$ cat src/rtl/keypad_scan.sv
module keypad_scan #(
  parameter int SAMPLE_DIV = 4
) (
  input  logic       clk,
  input  logic       rst_n,
  input  logic [7:0] rows,
  input  logic       ack,
  output logic [7:0] cols,
  output logic [5:0] key_code,
  output logic       key_valid,
  output logic       irq
);
  localparam int CW = (SAMPLE_DIV > 1) ? $clog2(SAMPLE_DIV) : 1;

  typedef enum logic [1:0] {IDLE, SCAN, CONFIRM} st_t;

  st_t         st;
  logic [CW-1:0] cnt;
  logic        tick;
  logic [2:0]  col;
  logic [2:0]  cand;
  logic [2:0]  low;
  logic        armed;
  logic        any;

  assign tick = (cnt == CW'(SAMPLE_DIV - 1));
  assign any  = |rows;
  assign cols = (st == IDLE) ? 8'hFF : (8'd1 << col);
  assign irq  = key_valid;

  always_comb begin
    low = 3'd0;
    for (int i = 7; i >= 0; i--)
      if (rows[i]) low = 3'(i);
  end

  always_ff @(posedge clk or negedge rst_n) begin
    if (!rst_n) begin
      st        <= IDLE;
      cnt       <= '0;
      col       <= 3'd0;
      cand      <= 3'd0;
      armed     <= 1'b1;
      key_code  <= 6'd0;
      key_valid <= 1'b0;
    end else begin
      cnt <= tick ? '0 : cnt + 1'b1;
      if (ack) key_valid <= 1'b0;
      if (tick) begin
        case (st)
          IDLE: begin
            if (!any) armed <= 1'b1;
            else if (armed) begin
              st  <= SCAN;
              col <= 3'd0;
            end
          end
          SCAN: begin
            if (any) begin
              cand <= low;
              st   <= CONFIRM;
            end else if (col == 3'd7) begin
              st <= IDLE;
            end else begin
              col <= col + 3'd1;
            end
          end
          default: begin
            st <= IDLE;
            if (any && low == cand) begin
              key_code  <= {col, cand};
              key_valid <= 1'b1;
              armed     <= 1'b0;
            end
          end
        endcase
      end
    end
  end
endmodule


$ cat config.mk
export PLATFORM = sky130hd
export DESIGN_NAME = keypad_scan
export DESIGN_NICKNAME = d
export VERILOG_FILES = /design/src/rtl/keypad_scan.sv
export SDC_FILE = /design/constraint.sdc
export NUM_CORES = 1
export LEC_CHECK = 0
export BUFFER_PORTS_ARGS = -buffer_cell sky130_fd_sc_hd__buf_2
export CAP_MARGIN = 25
export CORE_ASPECT_RATIO = 0.7
export CORE_MARGIN = 4
export CORE_UTILIZATION = 45
export CTS_CLUSTER_SIZE = 20
export DETAILED_ROUTE_END_ITERATION = 12
export PLACE_DENSITY = 0.7
export SLEW_MARGIN = 20
export SYNTH_ARGS = -nofsm -noshare
export SYNTH_HDL_FRONTEND = slang
export SYNTH_SLANG_ARGS = --single-unit
$ cat constraint.sdc
create_clock -name clk -period 2.3 [get_ports clk]
set_input_delay 0.345 -clock clk [delete_from_list [all_inputs] [get_ports clk]]
set_output_delay 0.345 -clock clk [all_outputs]
set_load 0.02 [all_outputs]
==> summary.txt <==
Yosys
  • Fraction of registers with async set/reset: 1.00
  • Number of enable flip-flop cells after synthesis: 0
  • Area leader, netlist: dfrtp_1
  • Mux share of post-synthesis cell area: 0.143
  • Post-synthesis cell area: ~1000 µm²
  • Mean post-synth cell area: 10.8 µm²
  • Compound-gate portion of the synthesized area: 0.111
  • Commonest cells in the netlist: 17 x dfrtp_1, 9 x nor2_1, 7 x ha_1, 7 x inv_1
  • Ys Warns: 0
  • Sequential area share after synthesis: 0.446
  • Seq cells post-synth: 18
  • Synth Net Count: about 110
  • Unique masters post-synth: 29
  • Largest family of logic cells by synthesized area: simple AND/OR/NAND/NOR gates
  • Most numerous cell in the Yosys netlist: dfrtp_1
  • Adder-cell share of the synthesized area: 0.0864
  • Xor/xnor cell area share of the yosys netlist: 0.0173
  • Yosys top cell area share: 0.420
  • Main flop type after synthesis: dfrtp_1
  • Mapped Cells: 94
  • Simple-gate area share of the yosys netlist: 0.148
  • Dominant cells by area after synthesis: dfrtp_1 42%, mux2_4 8.9%, ha_1 8.6%

Global route
  • Vias in the first global route: 676
  • Largest net degree at the start of global routing: 19
  • Total grt overflow: 0
  • Initial antenna violation count: 0
  • First-pass GRT wire length: between 2 and 3 mm
  • GR Util All Layers: 0.124

Timing
  • Max Freq: ~500 MHz
  • Final setup TNS: 0 ns
  • Slew HR: 0.721
  • Post-layout min period: around 2 ns
  • Setup violators final: 0
  • Unrepaired setup endpoints after global routing: no
  • Post-Route Skew: 0.00436 ns
  • Period utilisation layout: 0.868
  • Slew Limit Fails: 0
  • Worst Max-Slew Pin Slew: around 0.42 ns
  • Hold Fails Final Rpt: 0

Worst setup path
  • Reg2Reg Setup Slack: approximately 0.33 ns
  • Crit. End Element: output pin
  • Crit-path max cell delay: between 0.4 and 0.5 ns
  • Most frequent CP cell: ha_1
  • Cell Chain, Critical Path: ha_1, ha_1, or2_2, buf_2
  • Crit-path slowest cell: dfrtp_1
  • Arrival time at the worst endpoint: between 1.5 and 2 ns
  • R2R Path End: key_code[5]$_DFFE_PN0P_
  • Family with the most delay on the worst path: flip-flops
  • Reg2Reg Depth: 4
  • Worst R2R Start: cnt[0]$_DFF_PN0_
  • Worst path buffer plus inverter count: 1
  • CP endpoint: cols[7]
  • Crit. Startpoint: col[0]$_DFFE_PN0P_
  • CP Depth: 4
  • Critical Path Fanout Max: 6
  • CP Class: register to output pin
  • CP required: 1.96 ns
  • Critical Path Start Type: register

Clock tree
  • Clock buffer depth: 2
  • Total CTS buffers: 3
  • Cts hold-fix bufs: 1
  • Post-CTS setup buffer count: 0
  • CTS clock-pin slew for the worst setup and hold paths: approximately 0.10 ns
  • H-tree levels: 1
  • Root Driver: clkbuf_4
  • CTS resizes: 0
  • Sinks on Clock Net: 18
  • Clk_lat worst skew: ~0.29 ns
  • CTS tree: built

Power
  • Power per cell area: roughly 500 nW/µm²
  • Leak Pwr: between 0.6 and 0.7 nW
  • Total power: a little over 0.6 mW
  • VDD IR max: 403 µV

Placed design
  • Port Buffers: 26
  • Placer Congestion: 0.740
  • DP HPWL: approximately 1.4 mm

Layout
  • ANT cells: 0
  • Layout cell share with drive strength beyond 1: 0.371
  • Syn-to-layout area delta: 20.6%
  • Nets: ~140

Drt
  • DR iter-0 viols: 12
  • Vias: between 700 and 800
  • Vias per cell: 4.96
  • Final wirelength: 1.81 mm
  • TritonRoute pass-1 iters: 4
  • DRT antenna net count: 0
  • WL/cell: 11.6 µm
  • DRC Markers: 0

Min path
  • Tightest Hold Check Type: input port to register

Floorplanning
  • Full die area: 3090 µm²
  • Initial core utilization: 0.470
  • Io pins: 27
  • Std-Cell Core Area: about 2200 µm²
  • Die X: 64.7 µm
  • Die Ht: roughly 48 µm
  • Rows: 14

Status
  • Status: complete, no violations

Job
  • Max-cap violation count: 0
-- area by class of cell --
cell class	count	area, µm²
Inverter	7	26.3
Timing Repair Buffer	29	155
Clock buffer	4	36.3
Tap cell	32	40.0
Fill cell	215	932
Sequential cell	18	452
Multi-Input combinational cell	66	513
-- how the worst min path moves through the flow --
stage               startpoint  slack, ns  cells after the start                 endpoint
floorplan                rst_n       0.05                      0      cand[0]$_DFFE_PN0P_
global placement         rst_n       0.29                      1  key_code[1]$_DFFE_PN0P_
detailed placement       rst_n       0.29                      1  key_code[0]$_DFFE_PN0P_
global route               ack       0.23                      2            irq$_DFF_PN0_
finish                     ack       0.23                      2            irq$_DFF_PN0_
CTS                        ack       0.22                      2            irq$_DFF_PN0_
-- routing by layer --
metal	track usage	share of wire	up-vias
li1	-	-	386
met4	0.0126	0.0061	0
met1	0.166	0.50	361
met3	0.0423	0.058	4
met5	0	0	-
met2	0.205	0.44	23
-- registers in the layout (all words and copies together), names as in the netlist --
signal,cells
irq,1
cand,3
cnt,2
st,2
armed,1
key_code,6
col,3
-- per-stage QoR --
step	hold WS, ns	std cells	instance area, µm²	util	worst slack [ns]
2_1_floorplan	0.0494	94	1010	-	0.358
3_3_place_gp	0.285	151	1180	0.546	0.0597
3_5_place_dp	0.291	151	1180	0.546	0.00457
4_1_cts	0.222	156	1220	0.567	0.293
5_1_grt	0.225	156	1220	0.567	0.213
6_report	0.228	156	1220	0.567	0.303
-- power breakdown --
part	internal (mW)	leakage [nW]	total, mW	switching, mW
combinational	0.0386	0.370	0.0906	0.0519
clock	0.0964	0.0210	0.192	0.0959
sequential	0.327	0.237	0.337	0.00995
total	0.462	0.628	0.619	0.158
-- logic make-up after synthesis --
| group | Yosys count |
|---|---|
| AND/OR/NAND/NOR | 28 |
| AO/OA/AOI/OAI | 18 |
| flip-flops | 18 |
| multiplexers | 11 |
| buffers and inverters | 10 |
| adder cells (fa/ha/maj) | 7 |
| XOR/XNOR | 2 |
-- worst register-to-register path: stages (launching register included) --
cell and delay [ns]:
dfrtp_1 0.36, ha_1 0.30, nand2_1 0.08, or4_1 0.75, mux2_4 0.37
-- placed cells by master, fill, tap and decap left out, drive strengths merged --
cell type	Yosys	final
nand4	1	1
o21ai	6	6
a21oi	3	3
clkbuf	1	4
nor2b	2	2
inv	7	7
a21o	6	6
dlygate4sd3	0	1
ha	7	7
nor3	3	3
or2	2	2
xnor2	1	1
mux2i	1	1
mux2	10	10
buf	2	28
nand3	2	2
nor2	9	9
xor2	1	1
and3	1	1
dfstp	1	1
nand2	5	5
dfrtp	17	17
o31ai	1	1
or4	1	1
o2bb2ai	1	1
nor4	2	2
o22ai	1	1
(Power assumes the default switching activity.)
